[src/rtl/sirq_pkg.sv]
package sirq_pkg;

    localparam int NUM_SLOTS   = 21;
    localparam int START_LOW   = 4;
    localparam int FRAME_CLKS  = 3;
    localparam int IDLE_GAP    = 2;
    localparam int STOP_SHORT  = 2;
    localparam int STOP_LONG   = 3;

    // slot positions whose polarity or handling is special
    localparam int SLOT_SMI      = 2;
    localparam int SLOT_CHK      = 16;
    localparam int SLOT_PCI_BASE = 17;
    localparam int PCI_COUNT     = 4;
    localparam int SLOT_TIMER    = 0;
    localparam int SLOT_RTC      = 8;
    localparam int SLOT_FPU      = 13;

    function automatic int max_of(input int a, input int b);
        return (a > b) ? a : b;
    endfunction

    localparam int CNT_MAX = max_of(max_of(START_LOW, STOP_LONG), IDLE_GAP);
    localparam int CNT_W   = $clog2(CNT_MAX + 1);
    localparam int RUN_W   = CNT_W + 1;
    localparam int PH_W    = $clog2(FRAME_CLKS);

    typedef enum logic [2:0] {
        SQ_IDLE,
        SQ_START,
        SQ_START_HI,
        SQ_FRAME,
        SQ_STOP,
        SQ_STOP_HI
    } sq_state_t;

    typedef enum logic [1:0] {
        SK_ACTIVE_HIGH,
        SK_ACTIVE_LOW,
        SK_IGNORED
    } slot_kind_t;

    typedef struct packed {
        logic oe;
        logic lvl;
    } drive_t;

    function automatic slot_kind_t slot_kind(input int idx);
        if (idx == SLOT_TIMER || idx == SLOT_RTC || idx == SLOT_FPU)
            return SK_IGNORED;
        if (idx == SLOT_SMI || idx == SLOT_CHK)
            return SK_ACTIVE_LOW;
        if (idx >= SLOT_PCI_BASE && idx < SLOT_PCI_BASE + PCI_COUNT)
            return SK_ACTIVE_LOW;
        return SK_ACTIVE_HIGH;
    endfunction

endpackage

[src/rtl/sirq_seq.sv]
module sirq_seq
    import sirq_pkg::*;
#(
    parameter int SLOTS  = NUM_SLOTS,
    parameter int SLOT_W = $clog2(SLOTS)
) (
    input  logic              clk,
    input  logic              rst,
    input  logic              line_in,
    input  logic              wake,
    input  logic              stop_long,
    output drive_t            drv,
    output logic              samp_en,
    output logic [SLOT_W-1:0] samp_slot
);

    localparam logic [CNT_W-1:0]  START_LAST = CNT_W'(START_LOW - 1);
    localparam logic [CNT_W-1:0]  GAP_LAST   = CNT_W'(IDLE_GAP - 1);
    localparam logic [CNT_W-1:0]  SHORT_LAST = CNT_W'(STOP_SHORT - 1);
    localparam logic [CNT_W-1:0]  LONG_LAST  = CNT_W'(STOP_LONG - 1);
    localparam logic [PH_W-1:0]   PH_LAST    = PH_W'(FRAME_CLKS - 1);
    localparam logic [SLOT_W-1:0] SLOT_LAST  = SLOT_W'(SLOTS - 1);

    sq_state_t         state;
    logic [CNT_W-1:0]  cnt;
    logic [PH_W-1:0]   phase;
    logic [SLOT_W-1:0] slot;
    logic              cont_mode;
    logic              idle_go;

    // continuous: fixed gap; quiet: any low on the idle line or a local wake
    always_comb begin
        if (cont_mode) idle_go = (cnt == GAP_LAST);
        else           idle_go = wake || !line_in;
    end

    always_ff @(posedge clk) begin
        if (rst) begin
            state     <= SQ_IDLE;
            cnt       <= '0;
            phase     <= '0;
            slot      <= '0;
            cont_mode <= 1'b1;
        end else begin
            unique case (state)
                SQ_IDLE: begin
                    if (idle_go) begin
                        state <= SQ_START;
                        cnt   <= '0;
                    end else if (cnt != GAP_LAST) begin
                        cnt <= cnt + 1'b1;
                    end
                end
                SQ_START: begin
                    if (cnt == START_LAST) state <= SQ_START_HI;
                    else                   cnt   <= cnt + 1'b1;
                end
                SQ_START_HI: begin
                    state <= SQ_FRAME;
                    slot  <= '0;
                    phase <= '0;
                end
                SQ_FRAME: begin
                    if (phase == PH_LAST) begin
                        phase <= '0;
                        if (slot == SLOT_LAST) begin
                            state     <= SQ_STOP;
                            cnt       <= '0;
                            cont_mode <= stop_long;
                        end else begin
                            slot <= slot + 1'b1;
                        end
                    end else begin
                        phase <= phase + 1'b1;
                    end
                end
                SQ_STOP: begin
                    if (cnt == (cont_mode ? LONG_LAST : SHORT_LAST))
                        state <= SQ_STOP_HI;
                    else
                        cnt <= cnt + 1'b1;
                end
                SQ_STOP_HI: begin
                    state <= SQ_IDLE;
                    cnt   <= '0;
                end
                default: state <= SQ_IDLE;
            endcase
        end
    end

    always_comb begin
        drv = '{oe: 1'b0, lvl: 1'b1};
        unique case (state)
            SQ_START, SQ_STOP:        drv = '{oe: 1'b1, lvl: 1'b0};
            SQ_START_HI, SQ_STOP_HI:  drv = '{oe: 1'b1, lvl: 1'b1};
            default:                  drv = '{oe: 1'b0, lvl: 1'b1};
        endcase
    end

    assign samp_en   = (state == SQ_FRAME) && (phase == '0);
    assign samp_slot = slot;

    // run length of host-driven low clocks, kept only for the checks below
    logic [RUN_W-1:0] low_run;
    always_ff @(posedge clk) begin
        if (rst)                       low_run <= '0;
        else if (drv.oe && !drv.lvl)   low_run <= (low_run == '1) ? low_run : low_run + 1'b1;
        else                           low_run <= '0;
    end

    p_start_len_r2: assert property (@(posedge clk) disable iff (rst)
        (state == SQ_START_HI) |-> (low_run == RUN_W'(START_LOW)));

    p_stop_len_r7: assert property (@(posedge clk) disable iff (rst)
        (state == SQ_STOP_HI) |-> (low_run == (cont_mode ? RUN_W'(STOP_LONG) : RUN_W'(STOP_SHORT))));

    p_quiet_wait_r9: assert property (@(posedge clk) disable iff (rst)
        (state == SQ_IDLE && !cont_mode && !wake && line_in) |=> (state == SQ_IDLE));

    p_cont_gap_r8: assert property (@(posedge clk) disable iff (rst)
        (state == SQ_IDLE && cont_mode && cnt != GAP_LAST) |=> (state == SQ_IDLE));

endmodule

[src/rtl/sirq_decode.sv]
module sirq_decode
    import sirq_pkg::*;
#(
    parameter int SLOTS  = NUM_SLOTS,
    parameter int SLOT_W = $clog2(SLOTS)
) (
    input  logic              clk,
    input  logic              rst,
    input  logic              line_in,
    input  logic              samp_en,
    input  logic [SLOT_W-1:0] samp_slot,
    output logic [SLOTS-1:0]  req
);

    for (genvar g = 0; g < SLOTS; g++) begin : g_slot
        localparam slot_kind_t KIND = slot_kind(g);
        if (KIND == SK_IGNORED) begin : g_ign
            assign req[g] = 1'b0;
        end else begin : g_live
            logic hit;
            assign hit = samp_en && (samp_slot == SLOT_W'(g));
            always_ff @(posedge clk) begin
                if (rst)      req[g] <= 1'b0;
                else if (hit) req[g] <= (KIND == SK_ACTIVE_LOW) ? !line_in : line_in;
            end
        end
    end

    p_hold_r10: assert property (@(posedge clk) disable iff (rst)
        !$past(samp_en) |-> $stable(req));

    p_single_bit_r3: assert property (@(posedge clk) disable iff (rst)
        $countones(req ^ $past(req)) <= 1);

    p_ignored_r6: assert property (@(posedge clk) disable iff (rst)
        (samp_en && slot_kind(int'(samp_slot)) == SK_IGNORED) |=> $stable(req));

endmodule

[src/rtl/sirq_host.sv]
module sirq_host
    import sirq_pkg::*;
#(
    parameter int SLOTS = NUM_SLOTS
) (
    input  logic             clk,
    input  logic             rst,
    input  logic             line_in,
    output logic             line_oe,
    output logic             line_out,
    input  logic             stop_long,
    input  logic             wake,
    output logic [SLOTS-1:0] irq_vec
);

    localparam int SLOT_W = $clog2(SLOTS);

    drive_t            drv;
    logic              samp_en;
    logic [SLOT_W-1:0] samp_slot;

    sirq_seq #(.SLOTS(SLOTS), .SLOT_W(SLOT_W)) u_seq (
        .clk       (clk),
        .rst       (rst),
        .line_in   (line_in),
        .wake      (wake),
        .stop_long (stop_long),
        .drv       (drv),
        .samp_en   (samp_en),
        .samp_slot (samp_slot)
    );

    sirq_decode #(.SLOTS(SLOTS), .SLOT_W(SLOT_W)) u_dec (
        .clk       (clk),
        .rst       (rst),
        .line_in   (line_in),
        .samp_en   (samp_en),
        .samp_slot (samp_slot),
        .req       (irq_vec)
    );

    assign line_oe  = drv.oe;
    assign line_out = drv.lvl;

endmodule

[config.mk]
export PLATFORM = sky130hd
export DESIGN_NAME = sirq_host
export DESIGN_NICKNAME = d
export VERILOG_FILES = /design/src/rtl/sirq_pkg.sv /design/src/rtl/sirq_seq.sv /design/src/rtl/sirq_decode.sv /design/src/rtl/sirq_host.sv
export SDC_FILE = /design/constraint.sdc
export NUM_CORES = 1
export LEC_CHECK = 0
export CORE_MARGIN = 2
export CORE_UTILIZATION = 35
export DETAILED_ROUTE_END_ITERATION = 6
export DONT_BUFFER_PORTS = 1
export PLACE_DENSITY = 0.55
export SKIP_CTS_REPAIR_TIMING = 1
export SYNTH_ARGS = -nofsm -noshare
export SYNTH_HDL_FRONTEND = slang
export SYNTH_HIERARCHICAL = 1
export SYNTH_SLANG_ARGS = --single-unit
[constraint.sdc]
create_clock -name clk -period 2 [get_ports clk]
set_input_delay 0.3 -clock clk [delete_from_list [all_inputs] [get_ports clk]]
set_output_delay 0.3 -clock clk [all_outputs]
set_load 0.02 [all_outputs]
# After elaboration in Yosys (flattened, before gate mapping)
# Index checks and enable logic that the tools add are counted.
[totals] ff_bits=32 input_bits=5 out_inout_bits=23 elab_cells=115
[classes] n_addsub=3 n_eq_ne=37 n_mux=21 n_reduce_logical=31
[op_table] cell="$mux W3" n=11
[op_table] cell="$eq A5 B4 Y1 const B" n=6
[op_table] cell="$pmux W3 S5" n=2
[op_table] cell="$eq A5 B5 Y1 const B" n=5
[op_table] cell="$eq A5 B3 Y1 const B" n=4
[op_table] cell="$logic_and A1 B1 Y1" n=19
[op_table] cell="$eq A5 B2 Y1 const B" n=2
[op_table] cell="$mux W5" n=2
[op_table] cell="$ne A2 B1 Y1 const B" n=5
[op_table] cell="$pmux W5 S2" n=1
[op_table] cell="$eq A3 B2 Y1 const B" n=3
[op_table] cell="$pmux W2 S2" n=2
[op_table] cell="$eq A3 B1 Y1 const B" n=2
[op_table] cell="$eq A3 B3 Y1 const B" n=2
[op_table] cell="$ne A2 B2 Y1 const B" n=3
[op_table] cell="$ne A3 B1 Y1 const B" n=2
[op_table] cell="$reduce_and A3 Y1" n=2
[op_table] cell="$reduce_and A6 Y1" n=1
[op_table] cell="$add A5 B1 Y5 const B" n=1
[op_table] cell="$eq A5 B1 Y1 const B" n=1
[op_table] cell="$reduce_and A5 Y1" n=1
[op_table] cell="$reduce_bool A5 Y1" n=1
[op_table] cell="$mux W2" n=2
[op_table] cell="$reduce_or A2 Y1" n=2
[op_table] cell="10 further kinds" n=10

# Longest topological paths before layout
# Gate-level depths: netlist of run 1.
[depth] ltp_word=5 mapped_depth=7 depth_no_buf=6

# Cells and area by module
# Netlist of run 1, hierarchy kept.
[by_module_without_submodules] mod="sirq_seq" n_inst=1 cells_per_inst=112 area_each_um2=917.1
[by_module_without_submodules] mod="sirq_decode" n_inst=1 cells_per_inst=90 area_each_um2=900.9

# Worst setup path after synthesis of run 1
# Ideal clock, no wire load.
[synth_path] path_kind="reg2reg" start="register u_seq.state[0]" end="register u_dec.req[19]" setup_ns=0.126 arrival_time_ns=1.636 setup_slack_ns=0.239 path_stages_with_launch=8 synth_period_minus_slack_ns=1.761 cell_sequence="dfxtp_1 -> buf_2 -> nand3b_1 -> nor3_1 -> and4bb_1 -> buf_6 -> and4_1 -> nor3_2"
[synth_between] elab_chain_cells=3
[synth_rtl] element="start, declared" line_no="sirq_seq.sv:24" rtl="sq_state_t state;"
[synth_rtl] element="start signal, assigned" line_no="sirq_seq.sv:39" rtl="state <= SQ_IDLE;"
[synth_rtl] element="start signal, assigned" line_no="sirq_seq.sv:48" rtl="state <= SQ_START;"
[synth_rtl] element="start signal, assigned" line_no="sirq_seq.sv:55" rtl="if (cnt == START_LAST) state <= SQ_START_HI;"
[synth_rtl] element="$eq A3 B2 Y1" line_no="sirq_seq.sv:101" rtl="assign samp_en = (state == SQ_FRAME) && (phase == '0);"
[synth_rtl] element="$logic_and A1 B1 Y1" line_no="sirq_seq.sv:101"
[synth_rtl] element="via samp_en" line_no="sirq_host.sv:19" rtl="logic samp_en;"
[synth_rtl] element="$logic_and A1 B1 Y1" line_no="sirq_decode.sv:21" rtl="assign hit = samp_en && (samp_slot == SLOT_W'(g));"
[synth_rtl] element="end signal, assigned by index" line_no="sirq_decode.sv:24" rtl="else if (hit) req[g] <= (KIND == SK_ACTIVE_LOW) ? !line_in : line_in;"
[synth_rtl] element="end, declared" line_no="sirq_decode.sv:12" rtl="output logic [SLOTS-1:0] req"
# The timed path passes the listed nets, and every way through them passes these cells.
# A chain may end at the register's enable or synchronous reset.

# Final worst setup path of run 1
[layout_path] start="register u_seq.state[2]" end="register u_dec.req[18]"
# Same word-level chain as after synthesis.

==> impl_metrics.yaml, run 1 <==
worst_setup_path:
  cp.required_ns: 2.18
  startpoint_type: "flip-flop"
  worst_setup_path_end_kind: "flip-flop"
  cp.arrival_ns: 1.98
  crit_fanout: 8
  crit_type: "flip-flop to flip-flop"
floorplanning:
  fp.coreArea_um2: 5075
  die_h_um: 76.07
  start_util_pct: 35.82
  die_w_um: 76.07
  die_area_um2: 5787
  rows: 26
  io_pins: 28
run:
  drv_cap: 0
grt:
  grt_pass1_wl_mm: 6.141
  antenna_found_initial: 0
  grt_pass1_vias: 1317
  overflow: 0
  grt.total_usage_pct: 13.04
  grt_max_degree: 31
clocking:
  cts_buffer_depth: 2
  clk_latency_ns: 0.28
  cts_buffers: 5
  htree_levels: 2
  clockRootBuffer: "clkbuf_8"
  clock-sinks: 32
  clkTransAtPathRegs_ns: 0.07
  cts_tree: "built"
timing:
  finalCritPeriodShare_pct: 89.73
  setup_viol: 0
  hold_violations: 0
  finalClockSkew_ns: 0.005966
  fin_setup_tns_ns: 0
  max_freq_ghz: 0.5572
  rsz0062_at_grt: "false"
  finalMaxSlewViolations: 0
  fin_hold_ws_ns: 0.08923
  period_minus_slack_ns: 1.795
detailed_routing:
  met1_length_mm: 1.850
  viasPerCell: 5.182
  totalWireLength_mm: 3.587
  vias: 1425
  dr.pass1.iters: 4
  post_drt_wl_per_cell_um: 13.04
  ant_nets: 0
  wl_met3_um: 157
  wl_met2_mm: 1.557
  drc: 0
  drt_iter0_drc: 64
  highest_layer: "met4"
power_and_ir_drop:
  peakVddDrop_uv: 461.2
  power.leakage_uw: 0.0007479
  cellPowerDensity_nw_per_um2: 786.8
place:
  io_buffers: 0
  dpl.cell_count: 267
  gp_congestion: 0.7874
  dp_hpwl_mm: 2.545
cells_and_area:
  layout_common_cells: "dfxtp_1 (32), nand2b_1 (17), mux2i_1 (17)"
  layout-drive-gt1-share_pct: 12.20
  nets: 214
  area_growth_pct: 7.089
  final_common_cell: "dfxtp_1"
  layout.cells.non_filler: 275
  diodes: 0
yosys:
  ys_seq_area_share_pct: 35.24
  yosysUniqueCellTypes: 49
  ys_ff_latch: 32
  synth.cell_area_um2: 1818
  syn_inst: 202
  synth_flop_cell: "dfxtp_1"
  yosys_warnings: 6
  synth_edf_count: 0
  syn_area_per_cell_um2: 9.000
  ys_async_sr_fraction_pct: 0
hold_path:
  hold_class: "input pin to flip-flop"
run_status:
  status: "complete, no violations"
==> synthesized netlist by cell type, types with 4 or more instances <==
master / number / area, µm²
nand2b_1: 17 / 106.4
nand4_1: 4 / 25.02
o21ai_0: 7 / 35.03
nand3_1: 8 / 40.04
dfxtp_1: 32 / 640.6
ha_1: 5 / 62.56
nor2_1: 12 / 45.04
inv_1: 10 / 37.54
and2b_2: 5 / 43.79
a21oi_1: 9 / 45.04
mux2i_1: 17 / 170.2
nand2_1: 16 / 60.06
buf_4: 4 / 30.03
==> power breakdown <==
part,internal [µW],total [µW],switching (µW)
logic,135,325,190
registers,671,707,36.1
clock network,280,500,219
total,1090,1530,446
==> per-layer routing <==
layer  GRT usage [%]  vias up
li1                -      719
met1           17.17      681
met2           19.73       23
met3           4.147        2
met4           5.455        0
met5               0        -
==> layout make-up <==
class	instances	area, µm²
Clock buffer	8	90.09
Fill cell	545	3128
Inverter	10	37.54
Multi-Input combinational cell	150	1054
Sequential cell	32	640.6
Tap cell	70	87.58
Timing Repair Buffer	5	37.54
==> critical path: stages, from the launching register on <==
cell      delay, ns
dfxtp_1        0.30
nand3b_1       0.18
nor3_1         0.26
buf_4          0.19
and4bb_1       0.41
a21oi_2        0.10
a311oi_1       0.25
==> worst paths after layout <==
kind | start | end | slack, ns | depth (start not counted)
setup / recovery | u_seq/state[2] | u_dec/req[18] | 0.21 | 6
hold / removal | rst | u_dec/req[16] | 0.09 | 1
setup reg to reg | u_seq/state[2] | u_dec/req[18] | 0.21 | 6
hold reg to reg | u_seq/cnt[1] | u_seq/cnt[1] | 0.52 | 2
==> state kept, by name, indices dropped and copies added, names as in the netlist <==
register	count
u_dec/req	18
u_seq/phase	2
u_seq/cnt	3
u_seq/samp_slot	5
u_seq/cont_mode	1
u_seq/state	3
==> per-stage QoR <==
step | area, µm² | power (µW) | worst slack, ns | utilization (%)
6_report | 1947 | 1532 | 0.2054 | 38.36
5_1_grt | 1947 | 1626 | 0.04250 | 38.36
4_1_cts | 1947 | 1553 | 0.2026 | 38.36
3_5_place_dp | 1857 | 1050 | 0.2238 | 36.59
3_3_place_gp | 1857 | 1051 | 0.2846 | 36.59
2_1_floorplan | 1826 | 994.9 | 0.2385 | -
==> cells by family (layout without fill, tap and decap cells) <==
kind of cell | after synthesis | in the layout | share of synthesized area, %
other cells | 1 | 3 | 0.2063
xor+xnor | 2 | 2 | 0.9637
buf+inv | 22 | 23 | 7.227
mux | 17 | 17 | 9.360
flops | 32 | 32 | 35.24
compound gates | 35 | 35 | 13.28
simple gates | 88 | 88 | 30.28
fa+ha+maj | 5 | 5 | 3.441
Note: power is estimated with default switching activity, not from simulation.
==> run 2: changes to the inputs <==
--- a/config.mk
+++ b/config.mk
@@ -9,6 +9,7 @@
 export CORE_UTILIZATION = 35
 export DETAILED_ROUTE_END_ITERATION = 6
 export DONT_BUFFER_PORTS = 1
+export HOLD_SLACK_MARGIN = 0.05
 export PLACE_DENSITY = 0.55
 export SKIP_CTS_REPAIR_TIMING = 1
 export SYNTH_ARGS = -nofsm -noshare
==> constraint.sdc (replaced) <==
create_clock -name clk -period 2.1 [get_ports clk]
set_input_delay 0.315 -clock clk [delete_from_list [all_inputs] [get_ports clk]]
set_output_delay 0.315 -clock clk [all_outputs]
set_load 0.02 [all_outputs]
==> impl_metrics.yaml, run 2 (synthesis results as in run 1) <==
timing:
  finalMaxSlewViolations: 0
  setup_viol: 0
  max_freq_ghz: 0.5705
  finalCritPeriodShare_pct: 83.47
  rsz0062_at_grt: "false"
  worst_slack_ns: 0.3471
  fin_setup_tns_ns: 0
  period_minus_slack_ns: 1.753
  finalClockSkew_ns: 0.005980
  hold_violations: 0
detailed_routing:
  post_drt_wl_per_cell_um: 12.82
  drc: 0
  totalWireLength_mm: 3.512
  vias: 1412
  drt_iter0_drc: 73
  viasPerCell: 5.153
  ant_nets: 0
  dr.pass1.iters: 4
worst_setup_path:
  reg2reg_slack_ns: 0.35
  worst_setup_path_end_kind: "flip-flop"
  cp.required_ns: 2.31
  crit_type: "flip-flop to flip-flop"
  crit_fanout: 12
  cp.arrival_ns: 1.96
  startpoint_type: "flip-flop"
power_and_ir_drop:
  power.switching_uw: 416.9
  p_clk_share_pct: 33.5
  power.leakage_uw: 0.0007528
  total_power_uw: 1475
  combPwrFrac_pct: 20.9
  power.share.switching_pct: 28.26
  cellPowerDensity_nw_per_um2: 755.4
  intPower_uw: 1059
  peakVddDrop_uv: 322.9
  seqPwrFrac_pct: 45.6
grt:
  overflow: 0
  grt_pass1_wl_mm: 6.023
  grt.total_usage_pct: 12.86
  antenna_found_initial: 0
  grt_pass1_vias: 1270
  grt_max_degree: 31
cells_and_area:
  area_growth_pct: 7.433
  diodes: 0
  layout_common_cells: "dfxtp_1 (32), nand2b_1 (17), mux2i_1 (17)"
  largest_register_ffs: 18
  nFillCells: 548
  largest-register: "u_dec/req"
  layout-drive-gt1-share_pct: 12.75
  final_common_cell: "dfxtp_1"
  nets: 214
place:
  gp_congestion: 0.7873
  dp_hpwl_mm: 2.498
  dp_slack_ns: 0.3743
  io_buffers: 0
run:
  drv_cap: 0
clocking:
  clk_latency_ns: 0.27
  htree_levels: 2
  clock-sinks: 32
  cts_tree: "built"
  cts_buffers: 5
  cts_buffer_depth: 2
  clkTransAtPathRegs_ns: 0.06
  clockRootBuffer: "clkbuf_8"
floorplanning:
  rows: 26
  start_util_pct: 35.82
  die_w_um: 76.07
  die_area_um2: 5787
  die_h_um: 76.07
  fp.coreArea_um2: 5075
  io_pins: 28
hold_path:
  hold_class: "input pin to flip-flop"
run_status:
  status: "complete, no violations"
==> run 2: final cells by class <==
class | count | area (µm²) | area share, %
repair buffers | 5 | 37.54 | 1.922
inverters | 10 | 37.54 | 1.922
well taps | 70 | 87.58 | 4.484
multi-input cells | 150 | 1054 | 53.94
clock buffers | 7 | 96.34 | 4.933
flip-flops and latches | 32 | 640.6 | 32.80
==> run 2: worst paths after layout <==
kind                                    startpoint                 end  cells past startpoint
worst max-delay path            u_seq/samp_slot[1]  u_seq/samp_slot[3]                      6
worst min-delay path                           rst       u_dec/req[16]                      1
worst max register to register  u_seq/samp_slot[1]  u_seq/samp_slot[3]                      6
worst min register to register        u_seq/cnt[1]        u_seq/cnt[1]                      2
==> run 2: layer usage <==
metal / share of wire, % / vias up / global-route usage, %
met3: 4.5 / 5 / 4.384
met2: 44 / 29 / 19.20
met1: 50 / 662 / 17.17
met4: 1.1 / 0 / 4.909
li1: - / 716 / -
met5: 0 / - / 0
==> run 2: worst max-delay path: stages (launching register included) <==
cell	delay, ns
dfxtp_1	0.51
inv_1	0.08
ha_1	0.20
nand4b_1	0.13
a21boi_2	0.13
or4_1	0.49
a21oi_1	0.15
==> run 2: per-stage QoR <==
stage          area [µm²]  util (%)  hold slack (ns)  std cells
3_5_place_dp         1857     36.59           0.3880        267
3_3_place_gp         1857     36.59           0.3864        267
2_1_floorplan        1826         -           0.4231        204
5_1_grt              1953     38.49          0.08569        274
4_1_cts              1953     38.49          0.09238        274
6_report             1953     38.49           0.1089        274
==> run 2: power groups by stage <==
stage,clock (µW),combinational (µW),sequential [µW]
floorplan,0,264,683
global placement,0,314,687
detailed placement,0,312,687
CTS,513,313,673
global route,539,350,679
finish,494,309,673
==> run 3: changes to the inputs <==
--- a/config.mk
+++ b/config.mk
@@ -10,7 +10,7 @@
 export DETAILED_ROUTE_END_ITERATION = 6
 export DONT_BUFFER_PORTS = 1
 export HOLD_SLACK_MARGIN = 0.05
-export PLACE_DENSITY = 0.55
+export PLACE_DENSITY = 0.57
 export SKIP_CTS_REPAIR_TIMING = 1
 export SYNTH_ARGS = -nofsm -noshare
 export SYNTH_HDL_FRONTEND = slang
==> constraint.sdc (replaced) <==
create_clock -name clk -period 1.45 [get_ports clk]
set_input_delay 0.2175 -clock clk [delete_from_list [all_inputs] [get_ports clk]]
set_output_delay 0.2175 -clock clk [all_outputs]
set_load 0.02 [all_outputs]
==> impl_metrics.yaml, run 3 (synthesis results as in run 1) <==
floorplanning:
  die_w_um: 76.07
  fp.coreArea_um2: 5075
  start_util_pct: 35.82
  io_pins: 28
  die_area_um2: 5787
  die_h_um: 76.07
  rows: 26
cells_and_area:
  largest_register_ffs: 18
  area_growth_pct: 30.97
  final_util_pct: 46.92
  diodes: 0
  layout-drive-gt1-share_pct: 37.72
  layout_common_cells: "dfxtp_1 (25), buf_4 (21), nand2b_1 (17), mux2i_1 (17), nand2_1 (13)"
  fin_area_um2: 2381
  final_common_cell: "dfxtp_1"
  nets: 237
  largest-register: "u_dec/req"
detailed_routing:
  drc: 0
  post_drt_wl_per_cell_um: 14.11
  dr.pass1.iters: 4
  viasPerCell: 5.040
  vias: 1502
  totalWireLength_mm: 4.206
  drt_iter0_drc: 76
  ant_nets: 0
worst_setup_path:
  crit_type: "flip-flop to flip-flop"
  rr_worst_depth: 6
  critPathTopFamily: "simple AND/OR/NAND/NOR gates"
  rr_endpoint: "u_seq/samp_slot[3]"
  crit_buf_inv: 1
  cpPeakStageDelay_ns: 0.49
  reg2reg_slack_ns: -0.06
  crit_cells: 6
  startpoint_type: "flip-flop"
  cp_slowest_cell: "or4_4"
  crit_fanout: 7
  worstPathCellList: "inv_4 -> ha_4 -> nand4b_1 -> a21boi_4 -> or4_4 -> a21oi_2"
  r2r_start: "u_seq/samp_slot[0]"
  worst_setup_path_end_kind: "flip-flop"
  cp.arrival_ns: 1.73
  cp.required_ns: 1.67
clocking:
  clock-sinks: 32
  clk_latency_ns: 0.28
  cts_tree: "built"
  cts_buffer_depth: 2
  cts_buffers: 5
  clockRootBuffer: "clkbuf_8"
  htree_levels: 2
  clkTransAtPathRegs_ns: 0.07
place:
  placed_cell_area_um2: 2019
  dp_hpwl_mm: 2.700
  io_buffers: 0
  gp_congestion: 0.8179
  dp_slack_ns: -0.09025
grt:
  antenna_found_initial: 0
  grt_max_degree: 31
  overflow: 0
  grt.total_usage_pct: 13.60
  grt_pass1_vias: 1357
  grt_pass1_wl_mm: 6.396
timing:
  hold_violations: 2
  max_freq_ghz: 0.6609
  worst_slack_ns: -0.06301
  setup_viol: 6
  period_minus_slack_ns: 1.513
  finalCritPeriodShare_pct: 104.3
  finalClockSkew_ns: 0.01023
  rsz0062_at_grt: "true"
  finalMaxSlewViolations: 0
  fin_hold_ws_ns: -0.004528
hold_path:
  hold_path_depth: 1
  hp-start: "rst"
  hold_end: "u_dec/req[19]"
  hold_class: "input pin to flip-flop"
power_and_ir_drop:
  total_power_uw: 2713
  cellPowerDensity_nw_per_um2: 1139
  peakVddDrop_uv: 771.0
  power.leakage_uw: 0.0009237
run_status:
  status: "complete, but fails checks"
  violations: "hold timing, setup timing"
run:
  drv_cap: 0
[run 3: cell types whose count changed in the layout (fill, tap and decap cells not counted), sizes merged]
cell      delta
clkinv       +1
bufinv       +1
clkinvlp     +1
buf         +23
clkbuf       -2
[run 3: worst max path at each step]
stage / from / to / slack (ns)
after CTS: u_seq/state[2] / u_dec/req[17] / -0.13
after global placement: u_seq/cnt[0] / u_seq/cnt[0] / -0.06
after floorplan: u_seq/state[2] / u_dec/req[19] / -0.16
after detailed placement: u_seq/state[2] / u_dec/req[17] / -0.09
after global routing: u_seq/state[2] / u_dec/req[17] / -0.12
final: u_seq/samp_slot[0] / u_seq/samp_slot[3] / -0.06
[run 3: final cells by class]
type,count,area [µm²]
Fill cell,499,2694
Clock buffer,5,68.82
Tap cell,70,87.58
Sequential cell,32,656.9
Clock inverter,3,42.54
Timing Repair Buffer,28,244.0
Multi-Input combinational cell,150,1241
Inverter,10,40.04
[run 3: through the flow]
stage,hold slack (ns),TNS [ns],std cells
global placement,0.2868,-0.4387,286
finish,-0.004528,-0.2838,298
detailed placement,0.2882,-0.6589,286
floorplan,0.3246,-0.9409,204
global route,-0.02333,-1.897,298
CTS,-0.01890,-1.402,294
[run 3: layer usage]
metal,track usage (%),share of wire [%]
met5,0,0
met1,17.93,47
met2,21.34,49
met3,4.147,3.4
met4,4.364,0.50
[run 3: power breakdown]
group / switching [µW] / total [µW] / internal, µW
Combinational: 411 / 869 / 458
Sequential: 53.5 / 990 / 937
Clock: 345 / 854 / 508
Total: 810 / 2710 / 1900
[run 3: worst register-to-register path: cells and delay by family (launching register included)]
family	cells	cell delay (ns)
and+or+nand+nor	2	0.65
DFF	1	0.37
buffers and inverters	1	0.04
adders and majority gates	1	0.15
AOI/OAI and AO/OA	2	0.24
